File: src/rtl/dacfe_pkg.sv
package dacfe_pkg;
  localparam int BUS_W   = 32;
  localparam int ADDR_W  = 8;
  localparam int NUM_HW  = 5;

  localparam logic [ADDR_W-1:0] OFS_CTRL  = 8'h00;
  localparam logic [ADDR_W-1:0] OFS_SWT   = 8'h04;
  localparam logic [ADDR_W-1:0] OFS_R12   = 8'h08;
  localparam logic [ADDR_W-1:0] OFS_L12   = 8'h0C;
  localparam logic [ADDR_W-1:0] OFS_R8    = 8'h10;
  localparam logic [ADDR_W-1:0] OFS_OUT   = 8'h2C;
  localparam logic [ADDR_W-1:0] OFS_STAT  = 8'h34;

  localparam int CB_EN   = 0;
  localparam int CB_BOFF = 1;
  localparam int CB_TEN  = 2;
  localparam int CB_SRC  = 3;
  localparam int CB_DMA  = 12;
  localparam int CB_IE   = 13;
  localparam int SB_UDR  = 13;

  typedef enum logic [2:0] {
    SRC_LINE0 = 3'd0,
    SRC_LINE1 = 3'd1,
    SRC_DEAD2 = 3'd2,
    SRC_LINE2 = 3'd3,
    SRC_LINE3 = 3'd4,
    SRC_DEAD5 = 3'd5,
    SRC_LINE4 = 3'd6,
    SRC_SOFT  = 3'd7
  } trig_src_e;

  typedef struct packed {
    logic      irq_en;
    logic      dma_en;
    trig_src_e src;
    logic      trig_en;
    logic      buf_off;
    logic      en;
  } ctrl_t;

  function automatic logic [BUS_W-1:0] ctrl_word(ctrl_t c);
    logic [BUS_W-1:0] w;
    w = '0;
    w[CB_EN]          = c.en;
    w[CB_BOFF]        = c.buf_off;
    w[CB_TEN]         = c.trig_en;
    w[CB_SRC +: 3]    = c.src;
    w[CB_DMA]         = c.dma_en;
    w[CB_IE]          = c.irq_en;
    return w;
  endfunction
endpackage

File: src/rtl/dacfe_regs.sv
module dacfe_regs
  import dacfe_pkg::*;
#(
  parameter int DW = 12,
  parameter int NW = 8
) (
  input  logic              clk,
  input  logic              rst_n,
  input  logic              wr_en,
  input  logic [ADDR_W-1:0] wr_addr,
  input  logic [BUS_W-1:0]  wr_data,
  input  logic [ADDR_W-1:0] rd_addr,
  input  logic [DW-1:0]     out_code,
  input  logic              take_sw,
  input  logic              dma_stop,
  input  logic              underrun_set,
  output ctrl_t             ctrl,
  output logic [DW-1:0]     hold,
  output logic              swtr,
  output logic              flag,
  output logic              data_wr,
  output logic [BUS_W-1:0]  rd_word
);
  localparam int LEFT_LSB = 16 - DW;
  localparam int PAD      = DW - NW;

  logic wr_ctrl, wr_swt, wr_r12, wr_l12, wr_r8, wr_stat;

  always_comb begin
    wr_ctrl = wr_en && (wr_addr == OFS_CTRL);
    wr_swt  = wr_en && (wr_addr == OFS_SWT);
    wr_r12  = wr_en && (wr_addr == OFS_R12);
    wr_l12  = wr_en && (wr_addr == OFS_L12);
    wr_r8   = wr_en && (wr_addr == OFS_R8);
    wr_stat = wr_en && (wr_addr == OFS_STAT);
    data_wr = wr_r12 || wr_l12 || wr_r8;
  end

  always_ff @(posedge clk) begin
    if (!rst_n) begin
      ctrl <= '0;
    end else begin
      if (wr_ctrl) begin
        ctrl.en      <= wr_data[CB_EN];
        ctrl.buf_off <= wr_data[CB_BOFF];
        ctrl.trig_en <= wr_data[CB_TEN];
        ctrl.src     <= trig_src_e'(wr_data[CB_SRC +: 3]);
        ctrl.dma_en  <= wr_data[CB_DMA];
        ctrl.irq_en  <= wr_data[CB_IE];
      end
      if (dma_stop) ctrl.dma_en <= 1'b0;
    end
  end

  always_ff @(posedge clk) begin
    if (!rst_n)      hold <= '0;
    else if (wr_r12) hold <= wr_data[DW-1:0];
    else if (wr_l12) hold <= wr_data[15:LEFT_LSB];
    else if (wr_r8)  hold <= {wr_data[NW-1:0], {PAD{1'b0}}};
  end

  always_ff @(posedge clk) begin
    if (!rst_n)       swtr <= 1'b0;
    else if (take_sw) swtr <= 1'b0;
    else if (wr_swt && wr_data[0]) swtr <= 1'b1;
  end

  always_ff @(posedge clk) begin
    if (!rst_n)            flag <= 1'b0;
    else if (underrun_set) flag <= 1'b1;
    else if (wr_stat && wr_data[SB_UDR]) flag <= 1'b0;
  end

  always_comb begin
    rd_word = '0;
    case (rd_addr)
      OFS_CTRL: rd_word = ctrl_word(ctrl);
      OFS_SWT:  rd_word[0] = swtr;
      OFS_R12:  rd_word[DW-1:0] = hold;
      OFS_L12:  rd_word[15:LEFT_LSB] = hold;
      OFS_R8:   rd_word[NW-1:0] = hold[DW-1 -: NW];
      OFS_OUT:  rd_word[DW-1:0] = out_code;
      OFS_STAT: rd_word[SB_UDR] = flag;
      default:  rd_word = '0;
    endcase
  end


  sw_self_clear_chk: assert property (@(posedge clk) disable iff (!rst_n)
    (swtr && take_sw) |=> !swtr);

  dma_stop_clears_chk: assert property (@(posedge clk) disable iff (!rst_n)
    dma_stop |=> !ctrl.dma_en);

  flag_sticky_chk: assert property (@(posedge clk) disable iff (!rst_n)
    underrun_set |=> flag);
endmodule

File: src/rtl/dacfe_trig.sv
module dacfe_trig
  import dacfe_pkg::*;
(
  input  logic              clk,
  input  logic              rst_n,
  input  logic [NUM_HW-1:0] trig_in,
  input  trig_src_e         src,
  input  logic              en,
  input  logic              trig_en,
  input  logic              swtr,
  output logic              fire,
  output logic              take_sw
);
  logic [NUM_HW-1:0] prev;
  logic [NUM_HW-1:0] rise;
  logic              hw_hit;
  logic              armed;

  always_ff @(posedge clk) begin
    if (!rst_n) prev <= '0;
    else        prev <= trig_in;
  end

  always_comb begin
    rise = trig_in & ~prev;
    case (src)
      SRC_LINE0: hw_hit = rise[0];
      SRC_LINE1: hw_hit = rise[1];
      SRC_LINE2: hw_hit = rise[2];
      SRC_LINE3: hw_hit = rise[3];
      SRC_LINE4: hw_hit = rise[4];
      default:   hw_hit = 1'b0;
    endcase
    armed   = en && trig_en;
    take_sw = armed && (src == SRC_SOFT) && swtr;
    fire    = armed && (hw_hit || take_sw);
  end


  dead_code_chk: assert property (@(posedge clk) disable iff (!rst_n)
    (src == SRC_DEAD2 || src == SRC_DEAD5) |-> !fire);

  fire_gate_chk: assert property (@(posedge clk) disable iff (!rst_n)
    fire |-> (en && trig_en));
endmodule

File: src/rtl/dacfe_dma.sv
module dacfe_dma (
  input  logic clk,
  input  logic rst_n,
  input  logic accept,
  input  logic dma_en,
  input  logic ack,
  output logic req,
  output logic underrun
);
  always_comb underrun = accept && dma_en && req && !ack;

  always_ff @(posedge clk) begin
    if (!rst_n)                            req <= 1'b0;
    else if (accept && dma_en && !underrun) req <= 1'b1;
    else if (ack)                           req <= 1'b0;
  end


  req_hold_chk: assert property (@(posedge clk) disable iff (!rst_n)
    (req && !ack) |=> req);
endmodule

File: src/rtl/dac_frontend.sv
module dac_frontend
  import dacfe_pkg::*;
#(
  parameter int DW = 12,
  parameter int NW = 8
) (
  input  logic              clk,
  input  logic              rst_n,
  input  logic              bus_valid,
  output logic              bus_ready,
  input  logic              bus_write,
  input  logic [ADDR_W-1:0] bus_addr,
  input  logic [BUS_W-1:0]  bus_wdata,
  output logic              rsp_valid,
  input  logic              rsp_ready,
  output logic [BUS_W-1:0]  rsp_data,
  input  logic [NUM_HW-1:0] trig_in,
  input  logic              dma_ack,
  output logic              dma_req,
  output logic [DW-1:0]     dac_code,
  output logic              dac_enable,
  output logic              buf_off,
  output logic              irq
);
  ctrl_t            ctrl;
  logic [DW-1:0]    hold;
  logic             swtr, flag, data_wr;
  logic [BUS_W-1:0] rd_word;
  logic             fire, take_sw, underrun;
  logic             wr_en, rd_en, load_pending;

  always_comb begin
    bus_ready = !rsp_valid || rsp_ready;
    wr_en     = bus_valid && bus_ready && bus_write;
    rd_en     = bus_valid && bus_ready && !bus_write;
  end

  dacfe_regs #(.DW(DW), .NW(NW)) u_regs (
    .clk(clk), .rst_n(rst_n),
    .wr_en(wr_en), .wr_addr(bus_addr), .wr_data(bus_wdata),
    .rd_addr(bus_addr), .out_code(dac_code),
    .take_sw(take_sw), .dma_stop(underrun), .underrun_set(underrun),
    .ctrl(ctrl), .hold(hold), .swtr(swtr), .flag(flag),
    .data_wr(data_wr), .rd_word(rd_word)
  );

  dacfe_trig u_trig (
    .clk(clk), .rst_n(rst_n), .trig_in(trig_in), .src(ctrl.src),
    .en(ctrl.en), .trig_en(ctrl.trig_en), .swtr(swtr),
    .fire(fire), .take_sw(take_sw)
  );

  dacfe_dma u_dma (
    .clk(clk), .rst_n(rst_n), .accept(fire), .dma_en(ctrl.dma_en),
    .ack(dma_ack), .req(dma_req), .underrun(underrun)
  );

  always_ff @(posedge clk) begin
    if (!rst_n) load_pending <= 1'b0;
    else        load_pending <= data_wr && !ctrl.trig_en;
  end

  always_ff @(posedge clk) begin
    if (!rst_n)                    dac_code <= '0;
    else if (fire || load_pending) dac_code <= hold;
  end

  always_ff @(posedge clk) begin
    if (!rst_n) begin
      rsp_valid <= 1'b0;
      rsp_data  <= '0;
    end else if (rd_en) begin
      rsp_valid <= 1'b1;
      rsp_data  <= rd_word;
    end else if (rsp_ready) begin
      rsp_valid <= 1'b0;
    end
  end

  always_comb begin
    dac_enable = ctrl.en;
    buf_off    = ctrl.buf_off;
    irq        = flag && ctrl.irq_en;
  end


  rsp_stall_chk: assert property (@(posedge clk) disable iff (!rst_n)
    (rsp_valid && !rsp_ready) |=> (rsp_valid && $stable(rsp_data)));

  code_quiet_chk: assert property (@(posedge clk) disable iff (!rst_n)
    (!fire && !load_pending) |=> $stable(dac_code));
endmodule

File: config.mk
export PLATFORM = sky130hd
export DESIGN_NAME = dac_frontend
export DESIGN_NICKNAME = d
export VERILOG_FILES = /design/src/rtl/dacfe_pkg.sv /design/src/rtl/dacfe_regs.sv /design/src/rtl/dacfe_trig.sv /design/src/rtl/dacfe_dma.sv /design/src/rtl/dac_frontend.sv
export SDC_FILE = /design/constraint.sdc
export NUM_CORES = 1
export LEC_CHECK = 0
export ABC_AREA = 1
export CAP_MARGIN = 20
export CORE_MARGIN = 2
export CORE_UTILIZATION = 46
export DETAILED_ROUTE_END_ITERATION = 12
export GPL_ROUTABILITY_DRIVEN = 0
export HOLD_SLACK_MARGIN = 0.12
export PLACE_DENSITY_LB_ADDON = 0.2
export SLEW_MARGIN = 30
export SYNTH_ARGS = -nofsm -noshare
export SYNTH_HDL_FRONTEND = slang
export SYNTH_SLANG_ARGS = --single-unit
File: constraint.sdc
create_clock -name clk -period 1.9 [get_ports clk]
set_clock_uncertainty 0.1 [all_clocks]
set_input_delay 0.38 -clock clk [delete_from_list [all_inputs] [get_ports clk]]
set_output_delay 0.38 -clock clk [all_outputs]
set_load 0.01 [all_outputs]
=== Word level (Yosys, flattened, before mapping) ===
Cells that the tools add are included.

* Register bits: 58
* Output and inout port bits: 50

* Equality and inequality tests: 11
* Mux-type cells: 17
* Bitwise gates (word level): 3
* Reduce and logical (&&, ||, !) cells: 39

{| class="wikitable"
|+ Operator list
! operator !! count
|-
| $mux 12 || 3
|-
| $logic_and 1x1->1 || 21
|-
| $pmux 4 s5 || 1
|-
| $eq 8x4->1 const B || 2
|-
| $eq 8x6->1 const B || 2
|-
| $pmux 3 s4 || 1
|-
| $pmux 4 s3 || 1
|-
| $pmux 1 s5 || 2
|-
| $eq 3x3->1 const B || 3
|-
| $eq 8x3->1 const B || 1
|-
| $eq 8x5->1 const B || 1
|-
| $logic_not 8->1 || 1
|-
| $mux 1 || 6
|-
| $reduce_bool 2->1 || 3
|-
| $and 5x5->5 || 1
|-
| $logic_not 1->1 || 5
|-
| $logic_or 1x1->1 || 5
|-
| $not 5->5 || 1
|-
| $reduce_or 2->1 || 2
|-
| $eq 3x1->1 const B || 1
|-
| $eq 3x2->1 const B || 1
|-
| $logic_not 3->1 || 1
|-
| $pmux 1 s3 || 1
|-
| $reduce_bool 3->1 || 1
|-
| 3 further kinds || 3
|}

=== Logic depth before layout (Yosys ltp) ===
Gate-level depths: netlist (run 1).

* Depth in word-level cells: 11
* Mapped depth: 11
* Depth with buffers taken out: 11

=== By module ===
From an unflattened synthesis (run 1), not the netlist that was laid out.

* Cells, all modules: 737
* Area, all modules: 4465.5 sq um

{| class="wikitable"
|+ By module, submodules not included
! module !! times used !! cells an instance !! area an instance (sq um)
|-
| dac_frontend || 1 || 341 || 2164.6
|-
| dacfe_regs || 1 || 345 || 1991.9
|-
| dacfe_trig || 1 || 44 || 259.0
|-
| dacfe_dma || 1 || 7 || 50.0
|}

=== Worst setup path after synthesis (run 1) ===
OpenSTA, ideal clock, no wires.

* Path kind: input to register
* Start point: input port bus_addr[7]
* End point: register u_regs.hold[11]
* Library setup time: 0.116 ns
* Data arrival time: 1.374 ns
* Required time: 1.684 ns
* Setup slack: 0.310 ns
* Stages on the path: 10
* Buffers on the path: 2
* Cell sequence: nor2_4 nand3_4 nor2_4 buf_6 nand2_4 buf_6 o21ai_2 nor2_1 nor2_1 nor2_1

* Longest elaborated chain between the ends: 4
* Elaborated cells between the ends (all ways): 9
* Classes of those cells: eq/ne: 3; mux: 2; reduce/logical: 4

{| class="wikitable"
|+ Ends and longest elaborated chain
! what !! RTL line !! RTL
|-
| start, declared || dac_frontend.sv:12 || <nowiki>input logic [ADDR_W-1:0] bus_addr,</nowiki>
|-
| $eq 8x4->1 || dacfe_regs.sv:33 || <nowiki>wr_l12 = wr_en && (wr_addr == OFS_L12);</nowiki>
|-
| $logic_and 1x1->1 || dacfe_regs.sv:33 ||
|-
| $mux 12 || dacfe_regs.sv:58 || <nowiki>else if (wr_l12) hold <= wr_data[15:LEFT_LSB];</nowiki>
|-
| $mux 12 || dacfe_regs.sv:57 || <nowiki>else if (wr_r12) hold <= wr_data[DW-1:0];</nowiki>
|-
| end signal, assigned || dacfe_regs.sv:57 ||
|-
| end signal, assigned || dacfe_regs.sv:58 ||
|-
| end signal, assigned || dacfe_regs.sv:59 || <nowiki>else if (wr_r8) hold <= {wr_data[NW-1:0], {PAD{1'b0}}};</nowiki>
|-
| end, declared || dacfe_regs.sv:18 || <nowiki>output logic [DW-1:0] hold,</nowiki>
|}

Several ways; a longest one is shown, not always the timed one.
A chain may end at the register's enable or synchronous reset.

=== Worst setup path after layout (run 1) ===
* Start point: register, netlist name u_regs.ctrl[7]
* End point: output port irq

* Longest elaborated chain between the ends: 1

{| class="wikitable"
|+ Ends and longest elaborated chain
! what !! RTL line !! RTL
|-
| $logic_and 1x1->1 || dac_frontend.sv:83 || <nowiki>irq = flag && ctrl.irq_en;</nowiki>
|-
| end, declared || dac_frontend.sv:23 || <nowiki>output logic irq</nowiki>
|}

No other way between the ends.

==> reports/results.ini, run 1 <==
[run_status]
status = finished, final reports clean

[flow_run]
maxCapViolCount = 0

[synthesis]
syn-cell-area_um2 = 3018
synth_compound_area_share_pct = 18.86
synth_edf_count = 0
synth_top_family_by_area = simple AND/OR/NAND/NOR gates
synth_common_cells = 114 x nand2_1, 58 x dfxtp_1, 45 x o21ai_0
yosysSeqAreaShare_pct = 38.47
yosys-top-cells-area = dfxtp_1 38%, nand2_1 14%, o21ai_0 7.5%, a21oi_1 6.8%, inv_1 4.5%
synthMuxAreaShare_pct = 0
ys_ff_latch = 58
synth.most_common_cell = nand2_1
syn_inst = 442
synthArstFlopShare_pct = 0
synth_top_flop_cell = dfxtp_1
yosys.area_share.simple_pct = 29.68
synth_adder_area_share_pct = 0
post-synth-top-area-fraction_pct = 38.47
synthDistinctLibCells = 34
syn_avg_cell_area_um2 = 6.828
synth_xor_area_share_pct = 0
yosys_warnings = 0
synth_area_leader_cell = dfxtp_1

[timing]
fmaxAchievable_ghz = 0.5443
finalCritPeriodShare_pct = 96.69
slew_viol_final = 0
setup_viol = 0
fin_crit_ps = 1837
rsz0062_at_grt = no
setup_slack_ps = 62.82
hold_violations = 0
fin_tns_setup_ps = 0

[route]
dr.first_iter.drc_count = 318
vias = 3189
avgRoutedWirePerCell_um = 13.28
viasPerCell = 5.152
wl_mm = 8.219
drtAntennaViolNets = 0
drc = 0
first_pass_iters = 5

[clock_tree]
clkTransAtPathRegs_ps = 70
htree_levels = 3
holdBufCountCts = 0
cts_root_buf = clkbuf_8
cts_buffer_depth = 2
clock_sinks = 58
cts_made_buffers = 9
clk_latency_ps = 340
cts_tree = built

[layout]
fill_cells = 584
layout.nets = 588
drive_above_1_share_pct = 14.02
area_delta_synth_final_pct = 35.45
n_antenna_cell = 0

[worst_setup_path]
cpMaxStageDelayCell = clkdlybuf4s50_1
crit_path_max_fanout = 3
cp-start-kind = register
cp_slowest_stage_delay_ps = 520
crit_type = register to output port
cp_top_family = buffers and inverters
arrival_ps = 1360
worstPathRequired_ps = 1420
cp_cell_sequence = nand2_1 -> inv_1 -> clkdlybuf4s50_1
cp-end-kind = output port
cp_num_buf_inv = 2

[grt]
use_met1_pct = 31.37
groute.layer.met3.usage_pct = 5.350
grt_pass1_vias = 2884
grt-ovfl-total = 0
use_met2_pct = 37.43
grt_antenna_before_repair = 0
grt_usage_pct = 23.37
gr-max-usage-layer = met2
grt_max_degree = 28
grt_first_pass_wirelength_mm = 13.52

[power_and_ir_drop]
leakage_nw = 1.752
power.density_nw_per_um2 = 629.6
ir_drop_mv = 0.4615

[placed_design]
hpwl_mm = 6.098
port_buffers = 68
pre_cts_ws_ps = -222.5

[floorplan]
pin_count = 101
initial_core_util_pct = 47.53
die_h_um = 85.00
fp.coreArea_um2 = 6350
die-area_um2 = 7224
fp-row-count = 29
dieWidth_um = 85.00

[worst_hold_path]
hp-class = register to register

layout make-up:
cell class / instances / area, µm² / area share [%]
flip-flops and latches: 58 / 1161 / 28.41
clock buffers: 11 / 131.4 / 3.214
multi-input cells: 322 / 1525 / 37.31
well taps: 77 / 96.34 / 2.357
inverters: 44 / 173.9 / 4.255
repair buffers: 102 / 945.9 / 23.14
clock inverters: 5 / 53.80 / 1.316
metal layers:
layer | share of wire, % | vias up | wire (µm)
met4 | 1.3 | 0 | 108
met1 | 46 | 1431 | 3810
met2 | 45 | 151 | 3679
met3 | 7.5 | 10 | 620
met5 | 0 | - | 0
li1 | - | 1597 | -
power breakdown:
group | internal, mW | leakage, nW | switching, mW | total, mW
clock | 0.604 | 0.0975 | 0.491 | 1.10
combinational | 0.118 | 1.19 | 0.126 | 0.244
sequential | 1.23 | 0.469 | 0.00551 | 1.23
sequential cells by signal, indices dropped and copies added (netlist names), 5 cells and up:
register,count
rsp_data,16
dac_code,12
u_trig.prev,5
u_regs.ctrl,8
u_regs.hold,12
metrics by stage:
| stage | util [%] | cells | hold WS, ps | instance area (µm²) | power, mW |
|---|---|---|---|---|---|
| after floorplan | - | 457 | 348.0 | 3074 | 1.391 |
| after global placement | 61.12 | 600 | 352.8 | 3881 | 1.500 |
| after detailed placement | 61.12 | 600 | 357.5 | 3881 | 1.503 |
| after CTS | 64.02 | 616 | 367.1 | 4065 | 2.580 |
| after global routing | 64.37 | 619 | 394.3 | 4088 | 2.667 |
| final | 64.37 | 619 | 365.0 | 4088 | 2.573 |
what timing repair did:
| item | in CTS | in global routing |
|---|---|---|
| setup buffers | 0 | 3 |
| gates resized for setup | 1 | 2 |
| setup endpoints to repair | 1 | 3 |
| pin swaps | 0 | 2 |
final timing paths:
| path | startpoint | endpoint | slack [ps] | depth (start not counted) |
|---|---|---|---|---|
| max | u_regs.ctrl[7]$_SDFFE_PN0P_ | irq | 60 | 3 |
| min | rsp_data[6]$_SDFFE_PN0P_ | rsp_data[6]$_SDFFE_PN0P_ | 370 | 2 |
| max reg2reg | u_regs.ctrl[4]$_SDFFE_PN0P_ | dac_code[7]$_SDFFE_PN0P_ | 240 | 9 |
| min reg2reg | rsp_data[6]$_SDFFE_PN0P_ | rsp_data[6]$_SDFFE_PN0P_ | 370 | 2 |
placed cells by master (no fill, tap or decap), types with 4 or more instances in the layout:
cell             count
nand2_1            114
clkdlybuf4s50_1     67
dfxtp_1             58
o21ai_0             45
a21oi_1             41
inv_1               36
nor2_1              34
buf_4               32
nand3_1             26
conb_1              16
clkbuf_8             9
o21ai_1              8
a31oi_1              6
nor2_2               5
inv_2                4
nor2_4               4
nand2_4              4
clkinv_2             4
nor3_1               4
cell families (layout without fill, tap and decap cells):
logic type | count (synthesis) | count (layout)
simple gates | 199 | 199
compound gates | 107 | 107
buf+inv | 77 | 162
flops | 58 | 58
other cells | 1 | 16
tightest hold or removal path: stages, from the launching register on:
cell and delay, ps:
dfxtp_1 310, nand2_1 60, a21oi_1 50
(Power assumes the default switching activity.)
==> inputs of run 2 (changes only) <==
CORE_ASPECT_RATIO = 1.2   (was unset)
==> reports/results.ini, run 2 (same netlist as run 1, synthesis figures left out) <==
[route]
wl_mm = 8.254  ; +0.43%
dr.first_iter.drc_count = 232  ; -27%
viasPerCell = 5.075  ; -1.5%
avgRoutedWirePerCell_um = 13.10  ; -1.3%
drc = 0  ; unchanged
vias = 3197  ; +0.25%
drtAntennaViolNets = 0  ; unchanged
first_pass_iters = 5  ; unchanged

[timing]
hold_slack_ps = 365.8  ; +0.7410 ps
hold_violations = 0  ; unchanged
setup_viol = 0  ; unchanged
rsz0062_at_grt = yes
setup_slack_ps = 4.849  ; -57.97 ps
finalCritPeriodShare_pct = 99.74  ; +3.1 points
fmaxAchievable_ghz = 0.5277  ; -3.1%
slew_viol_final = 0  ; unchanged
fin_crit_ps = 1895  ; +57.97 ps
fin_tns_setup_ps = 0  ; unchanged

[floorplan]
dieWidth_um = 77.94  ; -8.3%
fp-row-count = 32  ; +10%
die_h_um = 92.73  ; +9.1%
die-area_um2 = 7227  ; about the same
pin_count = 101  ; unchanged
fp.coreArea_um2 = 6406  ; +0.89%
initial_core_util_pct = 47.11  ; -0.42 points

[layout]
reg_top3 = rsp_data: 16 flops, dac_code: 12 flops, u_regs.hold: 12 flops
stdcell_count = 630  ; +1.8%
layout_commonest_cell = nand2_1
largest_reg_flops = 16  ; unchanged
fill_cells = 606  ; +3.8%
regMostFlops = rsp_data
final_core_util_pct = 64.59  ; +0.22 points
n_antenna_cell = 0  ; unchanged
area_delta_synth_final_pct = 37.11
drive_above_1_share_pct = 15.05  ; +1.0 points
final_cell_mix = 114 x nand2_1, 67 x clkdlybuf4s50_1, 57 x dfxtp_1
final_cell_area_um2 = 4138  ; +1.2%
layout.nets = 591  ; +0.51%

[worst_setup_path]
cp_cell_sequence = clkdlybuf4s50_1 -> or2_2 -> dlygate4sd2_1
cp-start-kind = primary input
cp_slowest_stage_delay_ps = 430  ; -90 ps
cpMaxStageDelayCell = clkdlybuf4s50_1
worstPathRequired_ps = 1420  ; about the same
crit_path_max_fanout = 2  ; -1
cp-end-kind = output port
crit_type = primary input to output port
arrival_ps = 1420  ; +60 ps

[grt]
grt_first_pass_wirelength_mm = 13.44  ; -0.56%
grt_pass1_vias = 2964  ; +2.8%
grt_usage_pct = 23.35  ; about the same
grt_max_degree = 27  ; -3.6%
grt_antenna_before_repair = 0  ; unchanged
grt-ovfl-total = 0  ; unchanged

[power_and_ir_drop]
leakage_nw = 1.766  ; +0.80%
seq_power_share_pct = 49.0  ; +1.0 points
p_int_mw = 1.897  ; -2.8%
ir_drop_mv = 0.5140  ; +11%
p_comb_share_pct = 10.2  ; +0.7 points
power.density_nw_per_um2 = 609.0  ; -3.3%
power_mw = 2.520  ; -2.1%
clkPwrFrac_pct = 40.8  ; -1.7 points
p_switching_uw = 623.4  ; about the same
p_sw_share_pct = 24.74  ; +0.53 points

[worst_hold_path]
hp-class = register to register

[run_status]
status = finished, final reports clean

[clock_tree]
cts_made_buffers = 9  ; unchanged
cts_tree = built
clock_sinks = 58  ; unchanged
cts_root_buf = clkbuf_8
cts_buffer_depth = 2  ; unchanged
clkTransAtPathRegs_ps = 70  ; about the same
clk_latency_ps = 340  ; about the same
htree_levels = 3  ; unchanged

[placed_design]
placed_cell_area_um2 = 3884  ; about the same
port_buffers = 68  ; unchanged
pre_cts_ws_ps = -246.1  ; -23.65 ps
dp_cells = 607  ; +1.2%
hpwl_mm = 6.134  ; +0.59%

[flow_run]
maxCapViolCount = 0  ; unchanged

-- run 2: layer usage --
metal  global-route usage (%)  part of all wire, %  vias to the layer above
met5                        0                    0                        -
met4                    9.357                  1.5                        0
met3                    5.458                  7.5                       14
met2                    38.72                   48                      157
met1                    29.18                   43                     1431
li1                         -                    -                     1595
-- run 2: layout make-up --
cell class                      count  area, µm²  area share (%)
Clock buffer                       12      155.1           3.750
Clock inverter                      4      26.28          0.6350
Inverter                           44      173.9           4.203
Multi-Input combinational cell    323       1535           37.10
Sequential cell                    58       1162           28.09
Tap cell                           85      106.4           2.570
Timing Repair Buffer              104      978.4           23.65
-- run 2: power by group through the flow --
stage               combinational (mW)  sequential, mW  clock [mW]
floorplan                        0.127            1.26           0
global route                     0.278            1.24        1.10
finish                           0.256            1.23        1.03
global placement                 0.240            1.26           0
detailed placement               0.243            1.26           0
CTS                              0.244            1.23        1.04
-- run 2: repair_timing --
| item | CTS | global route |
|---|---|---|
| endpoints found under the setup margin | 1 | 6 |
| buffers inserted | 0 | 6 |
| pin swaps | 0 | 3 |
| gates resized for setup | 1 | 4 |
| hold buffers | 0 | 0 |
| cloned | 0 | 1 |
-- run 2: worst paths after layout --
| path | start | endpoint | slack, ps | depth (start not counted) |
|---|---|---|---|---|
| hold / removal | rsp_data[3]$_SDFFE_PN0P_ | rsp_data[3]$_SDFFE_PN0P_ | 370 | 2 |
| setup reg to reg | rsp_valid$_SDFFE_PN0P_ | u_regs.ctrl[0]$_SDFFE_PN0P_ | 200 | 9 |
| setup / recovery | rsp_ready | bus_ready | 5 | 3 |
| hold reg to reg | rsp_data[3]$_SDFFE_PN0P_ | rsp_data[3]$_SDFFE_PN0P_ | 370 | 2 |
-- run 2: worst max-delay path: cells and delay by family --
kind | cells | cell delay [ps]
and+or+nand+nor | 1 | 320
buffers and inverters | 2 | 720
